$ cat config.mk
export PLATFORM = sky130hd
export DESIGN_NAME = cardif_cfg_regs
export DESIGN_NICKNAME = d
export VERILOG_FILES = /design/src/rtl/cardif_cfg_pkg.sv /design/src/rtl/cardif_access_capture.sv /design/src/rtl/cardif_field_regs.sv /design/src/rtl/cardif_status_mux.sv /design/src/rtl/cardif_cfg_regs.sv
export SDC_FILE = /design/constraint.sdc
export NUM_CORES = 1
export LEC_CHECK = 0
export CAP_MARGIN = 20
export CORE_AREA = 2 2 39 41
export DETAILED_ROUTE_END_ITERATION = 10
export DIE_AREA = 0 0 41 43
export DONT_BUFFER_PORTS = 1
export PLACE_DENSITY_LB_ADDON = 0.08
export SYNTH_ARGS = -nofsm -noshare
export SYNTH_HDL_FRONTEND = slang
export SYNTH_SLANG_ARGS = --single-unit
$ cat constraint.sdc
create_clock -name clk -period 1.11 [get_ports clk]
set_input_delay 0 -clock clk [delete_from_list [all_inputs] [get_ports clk]]
set_output_delay 0 -clock clk [all_outputs]
set_load 0.05 [all_outputs]
$ cat src/rtl/cardif_cfg_pkg.sv
package cardif_cfg_pkg;

  localparam int unsigned RATIO_W = 2;
  localparam int unsigned CTL_W   = 2;
  localparam int unsigned ADDR_W  = 2;
  localparam int unsigned N_STAT  = 1 << ADDR_W;

  typedef enum logic [CTL_W-1:0] {
    CLK_RUN     = 2'b00,
    CLK_PARK_LO = 2'b01,
    CLK_PARK_HI = 2'b10,
    CLK_RSVD    = 2'b11
  } clk_ctl_e;

  typedef struct packed {
    logic              rd_mode;
    logic              grp_hi;
    logic [ADDR_W-1:0] addr;
    logic              dat;
  } acc_code_t;

  typedef struct packed {
    logic               supply_hi;
    logic [RATIO_W-1:0] clk_div;
    clk_ctl_e           clk_ctl;
    logic               det_inv;
  } cfg_t;

  localparam cfg_t CFG_RESET = '{
    supply_hi: 1'b0,
    clk_div:   '0,
    clk_ctl:   CLK_RUN,
    det_inv:   1'b0
  };

endpackage

$ cat src/rtl/cardif_access_capture.sv
module cardif_access_capture
  import cardif_cfg_pkg::*;
(
  input  logic      clk,
  input  logic      rst_n,
  input  logic      strobe_n,
  input  acc_code_t code_in,
  output acc_code_t code_q,
  output logic      commit
);

  logic      strobe_q, strobe_d;
  acc_code_t code_d;
  logic      code_en;

  // Latch the code on every cycle the strobe is low; the last one wins.
  always_comb begin
    code_en  = ~strobe_n;
    code_d   = code_en ? code_in : code_q;
    strobe_d = strobe_n;
  end

  always_ff @(posedge clk or negedge rst_n) begin
    if (!rst_n) begin
      strobe_q <= 1'b1;
      code_q   <= '0;
    end else begin
      strobe_q <= strobe_d;
      code_q   <= code_d;
    end
  end

  assign commit = strobe_n & ~strobe_q;

endmodule

$ cat src/rtl/cardif_field_regs.sv
module cardif_field_regs
  import cardif_cfg_pkg::*;
(
  input  logic      clk,
  input  logic      rst_n,
  input  logic      commit,
  input  acc_code_t code,
  output cfg_t      cfg
);

  logic           wr_any;
  logic           en_pwr, en_ctl, en_det;
  logic [CTL_W-1:0] pair;
  cfg_t           cfg_d;

  always_comb begin
    pair   = {code.addr[0], code.dat};
    wr_any = commit & ~code.rd_mode;
    en_pwr = wr_any & ~code.grp_hi;
    en_ctl = wr_any &  code.grp_hi & ~code.addr[1] & (clk_ctl_e'(pair) != CLK_RSVD);
    en_det = wr_any &  code.grp_hi &  code.addr[1];
  end

  always_comb begin
    cfg_d = cfg;
    if (en_pwr) begin
      cfg_d.supply_hi = code.addr[1];
      cfg_d.clk_div   = pair;
    end
    if (en_ctl) begin
      cfg_d.clk_ctl = clk_ctl_e'(pair);
    end
    if (en_det) begin
      cfg_d.det_inv = |pair;
    end
  end

  always_ff @(posedge clk or negedge rst_n) begin
    if (!rst_n) begin
      cfg <= CFG_RESET;
    end else begin
      cfg <= cfg_d;
    end
  end

endmodule

$ cat src/rtl/cardif_status_mux.sv
module cardif_status_mux
  import cardif_cfg_pkg::*;
#(
  parameter int unsigned SEL_W = ADDR_W,
  localparam int unsigned N    = 1 << SEL_W
) (
  input  logic [N-1:0]     stat_in,
  input  logic [SEL_W-1:0] sel,
  input  logic             rd_en,
  output logic             stat_out
);

  logic [N-1:0] hit;

  for (genvar g = 0; g < N; g++) begin : g_sel
    assign hit[g] = rd_en & (sel == SEL_W'(g)) & stat_in[g];
  end

  // Idle level is high; a read drives the selected bit.
  assign stat_out = rd_en ? (|hit) : 1'b1;

endmodule

$ cat src/rtl/cardif_cfg_regs.sv
module cardif_cfg_regs
  import cardif_cfg_pkg::*;
(
  input  logic               clk,
  input  logic               rst_n,
  input  logic               strobe_n,
  input  logic               rd_mode,
  input  logic               grp_hi,
  input  logic [ADDR_W-1:0]  addr,
  input  logic               dat,
  input  logic               det_sw,
  input  logic               boost_ok,
  input  logic               batt_ok,
  input  logic               supply_ok,
  output logic               supply_hi,
  output logic [RATIO_W-1:0] clk_div,
  output logic [CTL_W-1:0]   clk_ctl,
  output logic               det_inv,
  output logic               stat_out
);

  acc_code_t           code_in, code_q;
  logic                commit;
  cfg_t                cfg;
  logic [N_STAT-1:0]   stat_vec;
  logic                card_in;

  assign code_in = '{rd_mode: rd_mode, grp_hi: grp_hi, addr: addr, dat: dat};

  cardif_access_capture i_cap (
    .clk      (clk),
    .rst_n    (rst_n),
    .strobe_n (strobe_n),
    .code_in  (code_in),
    .code_q   (code_q),
    .commit   (commit)
  );

  cardif_field_regs i_fields (
    .clk    (clk),
    .rst_n  (rst_n),
    .commit (commit),
    .code   (code_q),
    .cfg    (cfg)
  );

  assign card_in  = det_sw ^ cfg.det_inv;
  assign stat_vec = {supply_ok, batt_ok, boost_ok, card_in};

  cardif_status_mux #(.SEL_W(ADDR_W)) i_stat (
    .stat_in  (stat_vec),
    .sel      (addr),
    .rd_en    (~strobe_n & rd_mode),
    .stat_out (stat_out)
  );

  assign supply_hi = cfg.supply_hi;
  assign clk_div   = cfg.clk_div;
  assign clk_ctl   = cfg.clk_ctl;
  assign det_inv   = cfg.det_inv;

endmodule

==> reports/summary.json, run 1 <==
{
  "number_of_antenna_diodes": 0,
  "sw_ratio": 0.3848,
  "flow.area_growth_from_synthesis_pct": 36.90,
  "finalClockSkew_ns": 0.0007949,
  "first_pass_iters": 3,
  "die_height_um": 43,
  "report.final.slew_viol_count": 0,
  "mappedNetlistNets": 50,
  "setup_ws_final_ns": -0.1932,
  "worst_path_largest_cell_delay_ns": 0.41,
  "critPathArrivalTime_ns": 1.30,
  "final_global_route_overflow_total": 0,
  "power.combinational.fraction": 0.398,
  "syn_inst": 38,
  "initial_utilization": 0.3969,
  "dr.max_layer_used": "met4",
  "run_status": "finished, violations left",
  "wirelength_um": 1013,
  "synth_top_area_share": 0.5011,
  "p_clk_frac": 0.213,
  "wire_length_of_the_first_global_routing_pass_um": 1469,
  "endpoint_kind": "primary output",
  "synth_enable_flop_cells": 0,
  "synth_common_cells": "dfrtp_1, mux2_1, mux2_2",
  "port_buf_inserts": 0,
  "wl_met1_um": 408,
  "synth_top_flop_cell": "dfrtp_1",
  "report.final.hold_viol_count": 6,
  "path_clk_slew_ns": 0.07,
  "worst_path_dominant_cell_family": "flip-flops",
  "final-setup-viol-count": 6,
  "boundaryPins": 19,
  "power_switching_uw": 609.7,
  "cts.sink_count": 12,
  "maximum_number_of_pins_on_one_net_before_global_route_repair": 13,
  "route.detailed.wl_per_inst_um": 14.27,
  "post_synth_num_cell_types": 17,
  "cp_max_fo": 2,
  "peakVddDrop_v": 0.001377,
  "h-tree-depth": 1,
  "first_global_vias": 362,
  "cts-root-buf": "clkbuf_4",
  "antenna_found_initial": 0,
  "share_of_synthesized_registers_carrying_an_async_set_or_reset": 1.000,
  "route.met2.wl_um": 508,
  "seq_power_share": 0.389,
  "viasPerCell": 5.169,
  "gp_congestion": 0.7227,
  "met3WireLength_um": 88,
  "numCtsBuffers": 3,
  "detail-route-antenna-nets": 0,
  "cts_tree": "done",
  "critPathKind": "reg -> out",
  "critical_path.cell_chain": "xor2_1, mux2i_1, o21ai_4, buf_12",
  "cell_internal_pwr_uw": 974.8,
  "crit_path_top_delay_cell": "dfrtp_2",
  "insertion_delay_ns": 0.27,
  "totalPowerFinal_uw": 1584,
  "route.detailed.drc": 0,
  "final_layout_size_suffix_gt1_frac": 0.5273,
  "power_density_mw_per_mm2": 2107,
  "critPathBufInv": 1,
  "max_slew_margin": 0.6415,
  "yosys_warning_count": 0,
  "flip_flop_and_latch_count_after_synthesis": 12,
  "min-delay-path-class": "in -> reg",
  "yosys.area.top_type": "dfrtp_1",
  "violations": "hold timing, setup timing",
  "dp_hpwl_um": 761,
  "fin_nets": 68,
  "num_rows": 14,
  "global_route.usage.total": 0.1281,
  "setup.worst_path.start_class": "flip-flop",
  "yosysSeqAreaShare": 0.5490,
  "cts_hold_buffers": 5,
  "yosysMostFrequentCell": "dfrtp_1",
  "synthesis.area_per_instance_um2": 14.45,
  "fmaxAchievable_mhz": 767.4,
  "timing.hold.ws_ns": -0.2778,
  "tightestPinTransition_ns": 0.5360,
  "core_area_mm2": 0.001384,
  "post_synth_instance_area_um2": 549.3,
  "min_tclk_post_route_ns": 1.303,
  "final_min_period_over_clock_period": 1.174,
  "drt_iter0_drc": 4,
  "floorplan.die.width_um": 41,
  "top_cells_by_area_synth": "dfrtp_1, mux2_1, mux2_2, dfstp_2, nor4b_4",
  "detailroute.via_count": 367,
  "cp.required_ns": 1.11,
  "p_leak_uw": 0.0003259,
  "max-cap-violations": 0,
  "clock_tree.buffer_depth": 2,
  "total_die_area_mm2": 0.001763,
  "rsz0062_at_grt": "yes"
}
==> area by class of cell <==
cell class	instances	area (um2)
fill	131	631.9
sequential	12	302.8
multi-input combinational	25	262.8
timing repair buffer	14	130.1
clock buffer	4	36.28
tap	16	20.02
==> per-layer routing <==
layer,track usage,up-vias
li1,-,171
met1,0.1478,180
met2,0.1906,14
met3,0.04712,2
met4,0.08000,0
met5,0,-
==> worst reg2reg max path, cell delays in order, from the launching register on <==
cell and delay (ns):
dfrtp_1 0.42, nor4b_4 0.38, mux2_1 0.37
==> metrics by stage <==
step | setup TNS [ns] | setup slack (ns) | cell area, um2 | instances | utilization
2_1_floorplan | -0.2262 | -0.05455 | 561.8 | 38 | -
3_3_place_gp | -0.3238 | -0.07851 | 643.1 | 61 | 0.4647
3_5_place_dp | -0.5344 | -0.1342 | 643.1 | 61 | 0.4647
4_1_cts | -0.7726 | -0.2214 | 733.2 | 70 | 0.5298
5_1_grt | -1.173 | -0.2656 | 752.0 | 71 | 0.5434
6_report | -0.8199 | -0.1932 | 752.0 | 71 | 0.5434
==> timing repair <==
| action | in CTS | in global routing |
|---|---|---|
| setup endpoints to repair | 7 | 7 |
| buffers inserted | 0 | 1 |
| pin swaps | 1 | 1 |
| hold endpoints to repair | 18 | 6 |
| resized for setup | 1 | 3 |
==> worst paths after layout <==
check	start	endpoint	slack (ns)	cells after the start
max in group asynchronous	rst_n	i_fields.cfg[0]$_DFFE_PN0P_	0.58	1
max	i_fields.cfg[0]$_DFFE_PN0P_	stat_out	-0.19	4
min in group asynchronous	rst_n	i_fields.cfg[2]$_DFFE_PN0P_	0.15	1
min reg2reg	i_fields.cfg[3]$_DFFE_PN0P_	i_fields.cfg[3]$_DFFE_PN0P_	0.51	1
max reg2reg	i_cap.code_q[4]$_DFFE_PN0N_	i_fields.cfg[3]$_DFFE_PN0P_	-0.17	2
min	strobe_n	i_cap.strobe_q$_DFF_PN1_	-0.28	0
==> power groups by stage <==
stage	Sequential, uW	Clock (uW)	Combinational [uW]
finish	616	337	631
global route	628	373	660
floorplan	886	0	146
global placement	615	0	572
detailed placement	620	0	583
CTS	612	352	611
==> sequential cells by signal, summed over array words and instances, names as in the netlist <==
| name | count |
|---|---|
| i_cap.code_q | 5 |
| i_cap.strobe_q | 1 |
| i_fields.cfg | 6 |
==> cell families (layout without fill, tap and decap cells) <==
| kind of cell | after synthesis | in the layout | synth area share |
|---|---|---|---|
| AND/OR/NAND/NOR | 9 | 9 | 0.1572 |
| multiplexers | 9 | 9 | 0.1822 |
| flip-flops | 12 | 12 | 0.5490 |
| buffers and inverters | 1 | 18 | 0.02050 |
| AO/OA/AOI/OAI | 6 | 6 | 0.07515 |
| XOR/XNOR | 1 | 1 | 0.01595 |
==> cells in the final DEF, fill, tap and decap left out <==
cell type,n
nor4b_4,1
clkbuf_4,3
nand2b_2,1
nor3b_4,1
mux2i_1,1
nand2_1,2
o21ai_4,1
xor2_1,1
mux2_1,2
buf_12,1
buf_4,8
a21oi_1,1
mux2_2,4
dfrtp_2,1
clkbuf_8,1
a21oi_2,2
a31oi_1,1
dfrtp_1,10
mux2_4,2
a2bb2oi_2,1
dlygate4sd3_1,5
and4bb_4,1
dfstp_2,1
nor2_1,3
(Power assumes the default switching activity.)
==> run 2: changes to the inputs <==
--- a/config.mk
+++ b/config.mk
@@ -5,12 +5,14 @@
 export SDC_FILE = /design/constraint.sdc
 export NUM_CORES = 1
 export LEC_CHECK = 0
+export ABC_AREA = 1
 export CAP_MARGIN = 20
 export CORE_AREA = 2 2 39 41
 export DETAILED_ROUTE_END_ITERATION = 10
 export DIE_AREA = 0 0 41 43
 export DONT_BUFFER_PORTS = 1
 export PLACE_DENSITY_LB_ADDON = 0.08
+export SKIP_LAST_GASP = 1
 export SYNTH_ARGS = -nofsm -noshare
 export SYNTH_HDL_FRONTEND = slang
 export SYNTH_SLANG_ARGS = --single-unit
==> run 2 against run 1 <==
Net effect:
- the run ends with hold timing left
- die area unchanged
- maximum frequency up 19%
- via count up 35%
- sequential share of layout area up 2.3 points
- sequential cell count unchanged
- highest routed layer unchanged
- sequential power down 7.8%
- critical endpoint unchanged
- core utilization down 3.0 points
- critical path depth up 1
- wire length up 12%
- power down 15%
==> reports/summary.json, run 2 <==
{
  "critPathArrivalTime_ns": 1.10,
  "run_status": "finished, violations left",
  "synth_common_cells": "nand2_1, dfrtp_1, inv_1",
  "min_delay_path_depth": 2,
  "rsz0062_at_grt": "yes",
  "final_global_route_overflow_total": 0,
  "synth_enable_flop_cells": 0,
  "first_pass_iters": 4,
  "wirelength_um": 1131,
  "drt_iter0_drc": 6,
  "max_flop_register": "i_fields.cfg",
  "initial_utilization": 0.3906,
  "crit_path_top_delay_cell": "dfrtp_2",
  "wire_length_of_the_first_global_routing_pass_um": 1869,
  "rrSetupSlack_ns": 0.11,
  "port_buf_inserts": 0,
  "route.detailed.drc": 0,
  "syn_inst": 68,
  "synth_top_flop_cell": "dfrtp_1",
  "min-delay-path-class": "in -> reg",
  "yosys.area.top_type": "dfrtp_1",
  "route.detailed.wl_per_inst_um": 11.20,
  "endpoint_kind": "primary output",
  "p_leak_uw": 0.0003755,
  "detailroute.via_count": 495,
  "setup_ws_final_ns": 0.01496,
  "detail-route-antenna-nets": 0,
  "report.final.hold_viol_count": 1,
  "post_synth_instance_area_um2": 540.5,
  "min_from": "addr[1]",
  "layout.filler_cells": 138,
  "worst_r2r_endpoint": "i_fields.cfg[1]$_DFFE_PN0P_",
  "worst_hold_path.endpoint": "i_cap.code_q[2]$_DFFE_PN0N_",
  "cts_tree": "done",
  "timing.hold.ws_ns": -0.09864,
  "critPathBufInv": 0,
  "max-cap-violations": 0,
  "most_frequent_standard_cell_in_the_layout_excluding_fill_and_tap_cells": "nand2_1",
  "numCtsBuffers": 3,
  "dpl_worst_slack_ns": 0.1072,
  "worst_path_dominant_cell_family": "flip-flops",
  "core_area_mm2": 0.001384,
  "cts.sink_count": 12,
  "cp.required_ns": 1.11,
  "h-tree-depth": 1,
  "setup.worst_path.start_class": "flip-flop",
  "critical_path.cell_chain": "nand2_1, nand3_1, nand2_1, nand2_2, nand2_4",
  "flip_flop_and_latch_count_after_synthesis": 12,
  "final_cell_mix": "nand2_1, inv_1, dfrtp_1",
  "num_rows": 14,
  "yosys_warning_count": 0,
  "critPathKind": "reg -> out",
  "fmaxAchievable_mhz": 913.2,
  "floorplan.die.width_um": 41,
  "min_tclk_post_route_ns": 1.095,
  "report.final.slew_viol_count": 0,
  "maximum_number_of_pins_on_one_net_before_global_route_repair": 13,
  "tightestPinTransition_ns": 0.5649,
  "max_slew_margin": 0.6221,
  "top_cells_by_area_synth": "dfrtp_1, nand2_1, nand3_1, inv_1, dfstp_2",
  "reg2reg_depth": 4,
  "dp_hpwl_um": 840.2,
  "share_of_synthesized_registers_carrying_an_async_set_or_reset": 1.000,
  "cp_max_fo": 3,
  "reg.largest.list": "i_fields.cfg (6), i_cap.code_q (5), i_cap.strobe_q (1)",
  "reg_to_reg_startpoint": "i_cap.code_q[0]$_DFFE_PN0N_",
  "boundaryPins": 19,
  "power_density_mw_per_mm2": 1896,
  "synthesis.area_per_instance_um2": 7.949,
  "postLayoutCoreUtil": 0.5136,
  "fin_nets": 98,
  "worst_path_largest_cell_delay_ns": 0.42,
  "path_common_cell": "nand2_1",
  "antenna_found_initial": 0,
  "number_of_antenna_diodes": 0,
  "yosysMostFrequentCell": "nand2_1",
  "finalClockSkew_ns": 0.004682,
  "viasPerCell": 4.901,
  "synth_top_area_share": 0.5093,
  "die_height_um": 43,
  "global_route.usage.total": 0.1575,
  "mappedNetlistNets": 80,
  "flow.area_growth_from_synthesis_pct": 31.48,
  "total_die_area_mm2": 0.001763,
  "layoutNonFillerInstCount": 101,
  "first_global_vias": 462,
  "clock_tree.buffer_depth": 2,
  "final_min_period_over_clock_period": 0.9865,
  "yosysSeqAreaShare": 0.5579,
  "final_layout_size_suffix_gt1_frac": 0.1882,
  "cts_post_setup_buffers_inserted": 0,
  "gp_congestion": 0.7782,
  "cts_hold_buffers": 6,
  "peakVddDrop_v": 0.0006900,
  "insertion_delay_ns": 0.27,
  "post_synth_num_cell_types": 12,
  "place_inst": 91,
  "largest_register_ff_count": 6,
  "path_clk_slew_ns": 0.08,
  "violations": "hold timing",
  "cts-root-buf": "clkbuf_4",
  "final-setup-viol-count": 0
}
-- run 2: cells by family (layout without fill, tap and decap cells) --
logic type / Yosys count / after routing / synth area share
flops: 12 / 12 / 0.5579
compound gates: 9 / 9 / 0.08333
simple gates: 37 / 37 / 0.2894
buf+inv: 10 / 27 / 0.06945
-- run 2: worst max-delay path by stage --
stage,to,startpoint,depth (start not counted),slack [ns]
final,stat_out,i_fields.cfg[0]$_DFFE_PN0P_,5,0.01
after global routing,stat_out,i_fields.cfg[0]$_DFFE_PN0P_,6,-0.07
after CTS,stat_out,i_fields.cfg[0]$_DFFE_PN0P_,5,-0.02
after detailed placement,i_fields.cfg[2]$_DFFE_PN0P_,i_cap.code_q[0]$_DFFE_PN0N_,4,0.11
after global placement,i_fields.cfg[2]$_DFFE_PN0P_,i_cap.code_q[0]$_DFFE_PN0N_,4,0.09
after floorplan,stat_out,i_fields.cfg[0]$_DFFE_PN0P_,6,0.11
-- run 2: timing repair --
action	in CTS	in global routing
endpoints found under the hold margin	22	1
endpoints found under the setup margin	1	1
resized for setup	2	0
pin swaps	1	1
-- run 2: per-stage QoR --
step / area, um2 / total power, uW / setup TNS [ns]
2_1_floorplan: 544.3 / 905.8 / 0
6_report: 710.7 / 1347 / 0
3_3_place_gp: 616.8 / 1040 / 0
3_5_place_dp: 616.8 / 1044 / 0
5_1_grt: 710.7 / 1422 / -0.07398
4_1_cts: 710.7 / 1366 / -0.01526
-- run 2: per-layer routing --
metal / GRT usage / vias up / routed length (um)
li1: - / 248 / -
met1: 0.1906 / 223 / 492
met2: 0.2406 / 22 / 551
met3: 0.04712 / 2 / 71
met4: 0.08000 / 0 / 14
met5: 0 / - / 0
-- run 2: layout make-up --
class                   instances  area [um2]  area share
clock buffers                   4       26.28     0.03697
inverters                      10       37.54     0.05282
multi-input cells              46       211.5      0.2975
flip-flops and latches         12       302.8      0.4261
well taps                      16       20.02     0.02817
repair buffers                 13       112.6      0.1585
-- run 2: report_power, final --
part,total (uW),internal [uW],switching [uW]
clock,285,139,146
sequential,568,519,48.4
combinational,494,148,346
==> run 3: changes to the inputs <==
==> constraint.sdc (replaced) <==
create_clock -name clk -period 1 [get_ports clk]
set_input_delay 0 -clock clk [delete_from_list [all_inputs] [get_ports clk]]
set_output_delay 0 -clock clk [all_outputs]
set_load 0.05 [all_outputs]
==> run 3 against run 2 <==
Net effect:
- the run ends with setup timing left
- critical path depth stayed put
- global-route usage is 4.2 points higher
- cell area is 20% higher
- die area stayed put
- register-to-register slack worse by 0.12 ns
- worst hold slack better by 0.16 ns
- clock power is 18% higher
- largest cell class unchanged
==> reports/summary.json, run 3 (same netlist as run 2, synthesis figures left out) <==
{
  "run_status": "finished, violations left",
  "violations": "setup timing",
  "report.final.hold_viol_count": 0,
  "fin_nets": 107,
  "cts.sink_count": 12,
  "setup_ws_final_ns": -0.1061,
  "route.detailed.drc": 0,
  "rrSetupSlack_ns": -0.01,
  "final-setup-viol-count": 3,
  "post-route-cell-area_um2": 850.8,
  "p_leak_uw": 0.0004261,
  "max-cap-violations": 0,
  "global_route.usage.total": 0.1994,
  "drt_iter0_drc": 4,
  "power_density_mw_per_mm2": 1880,
  "final_min_period_over_clock_period": 1.106,
  "total_die_area_mm2": 0.001763,
  "numCtsBuffers": 3,
  "route.detailed.wl_per_inst_um": 13.08,
  "worst_r2r_endpoint": "i_fields.cfg[0]$_DFFE_PN0P_",
  "cp.required_ns": 1.00,
  "min-delay-path-class": "in -> reg",
  "max_slew_margin": 0.6350,
  "path_clk_slew_ns": 0.08,
  "fmaxAchievable_mhz": 904.1,
  "h-tree-depth": 1,
  "insertion_delay_ns": 0.29,
  "final_cell_mix": "nand2_1, buf_4, dlygate4sd3_1, dfrtp_1, inv_1",
  "critPathKind": "reg -> out",
  "place_inst": 92,
  "critPathArrivalTime_ns": 1.11,
  "maximum_number_of_pins_on_one_net_before_global_route_repair": 13,
  "flow.area_growth_from_synthesis_pct": 57.41,
  "cp-endpoint": "stat_out",
  "dp_hpwl_um": 875.4,
  "min_tclk_post_route_ns": 1.106,
  "finalClockSkew_ns": 0.006468,
  "largest_register_ff_count": 6,
  "num_rows": 14,
  "setup.worst_path.start": "i_fields.cfg[0]$_DFFE_PN0P_",
  "tightestPinTransition_ns": 0.5457,
  "setup.worst_path.start_class": "flip-flop",
  "antenna_found_initial": 0,
  "die_height_um": 43,
  "final_layout_size_suffix_gt1_frac": 0.3298,
  "first_global_vias": 528,
  "postPlaceCellArea_um2": 624.3,
  "core_area_mm2": 0.001384,
  "reg2reg_depth": 6,
  "number_of_antenna_diodes": 0,
  "first_pass_iters": 4,
  "report.final.slew_viol_count": 0,
  "most_frequent_standard_cell_in_the_layout_excluding_fill_and_tap_cells": "nand2_1",
  "cts-root-buf": "clkbuf_4",
  "wirelength_um": 1439,
  "cp_max_fo": 3,
  "viasPerCell": 5.036,
  "reg.largest.list": "i_fields.cfg (6), i_cap.code_q (5), i_cap.strobe_q (1)",
  "postLayoutCoreUtil": 0.6148,
  "layoutNonFillerInstCount": 110,
  "final_global_route_overflow_total": 0,
  "totalNegativeSetupSlack_ns": -0.1262,
  "clock_tree.buffer_depth": 2,
  "rsz0062_at_grt": "yes",
  "reg_to_reg_startpoint": "i_cap.code_q[4]$_DFFE_PN0N_",
  "detail-route-antenna-nets": 0,
  "boundaryPins": 19,
  "totalPowerFinal_uw": 1600,
  "gp_congestion": 0.7816,
  "initial_utilization": 0.3906,
  "floorplan.die.width_um": 41,
  "max_flop_register": "i_fields.cfg",
  "cts_tree": "done",
  "peakVddDrop_v": 0.001094,
  "port_buf_inserts": 0,
  "min_delay_path_depth": 5,
  "endpoint_kind": "primary output",
  "wire_length_of_the_first_global_routing_pass_um": 2214,
  "detailroute.via_count": 554
}
-- run 3: power by group --
part	switching, uW	internal [uW]	leakage, uW	total (uW)
Clock	180	155	0.0000150	335
Combinational	418	207	0.000265	625
Sequential	62.6	576	0.000147	639
Total	660	939	0.000426	1600
-- run 3: worst min-delay path by stage --
stage / from / end / slack (ns)
3_5_place_dp: rst_n / i_fields.cfg[3]$_DFFE_PN0P_ / -0.30
6_report: strobe_n / i_fields.cfg[0]$_DFFE_PN0P_ / 0.06
2_1_floorplan: rst_n / i_cap.code_q[0]$_DFFE_PN0N_ / -0.30
3_3_place_gp: rst_n / i_fields.cfg[3]$_DFFE_PN0P_ / -0.30
5_1_grt: strobe_n / i_fields.cfg[0]$_DFFE_PN0P_ / 0.09
4_1_cts: strobe_n / i_fields.cfg[0]$_DFFE_PN0P_ / 0.05
-- run 3: cell type report --
type / instances / area [um2]
well taps: 16 / 20.02
inverters: 10 / 37.54
clock buffers: 4 / 26.28
flip-flops and latches: 12 / 302.8
multi-input cells: 46 / 270.3
fillers: 128 / 533.0
repair buffers: 22 / 193.9
-- run 3: routing by layer --
layer | routed length, um | vias up | track usage
li1 | - | 266 | -
met4 | 51 | 0 | 0.1600
met3 | 76 | 4 | 0.05236
met5 | 0 | - | 0
met2 | 774 | 22 | 0.3125
met1 | 537 | 262 | 0.2081
-- run 3: worst max-delay path, cell delays in order (launching register included) --
cell and delay (ns):
dfrtp_2 0.42, nand2_1 0.06, nand3_1 0.07, nand2_1 0.07, nand2_2 0.06, nand2_4 0.14
-- run 3: repair_timing --
item	CTS	global route
hold buffers	10	0
endpoints found under the setup margin	3	7
buffers inserted	2	2
resized for setup	6	11
cloned	0	0
endpoints found under the hold margin	22	0
pin swaps	4	8
-- run 3: through the flow --
step           hold WS, ns  setup WS [ns]
5_1_grt            0.08790        -0.1766
4_1_cts            0.05195        -0.1285
6_report           0.05749        -0.1061
3_3_place_gp       -0.2953        0.02405
2_1_floorplan      -0.2956       0.003798
3_5_place_dp       -0.2953      -0.002180
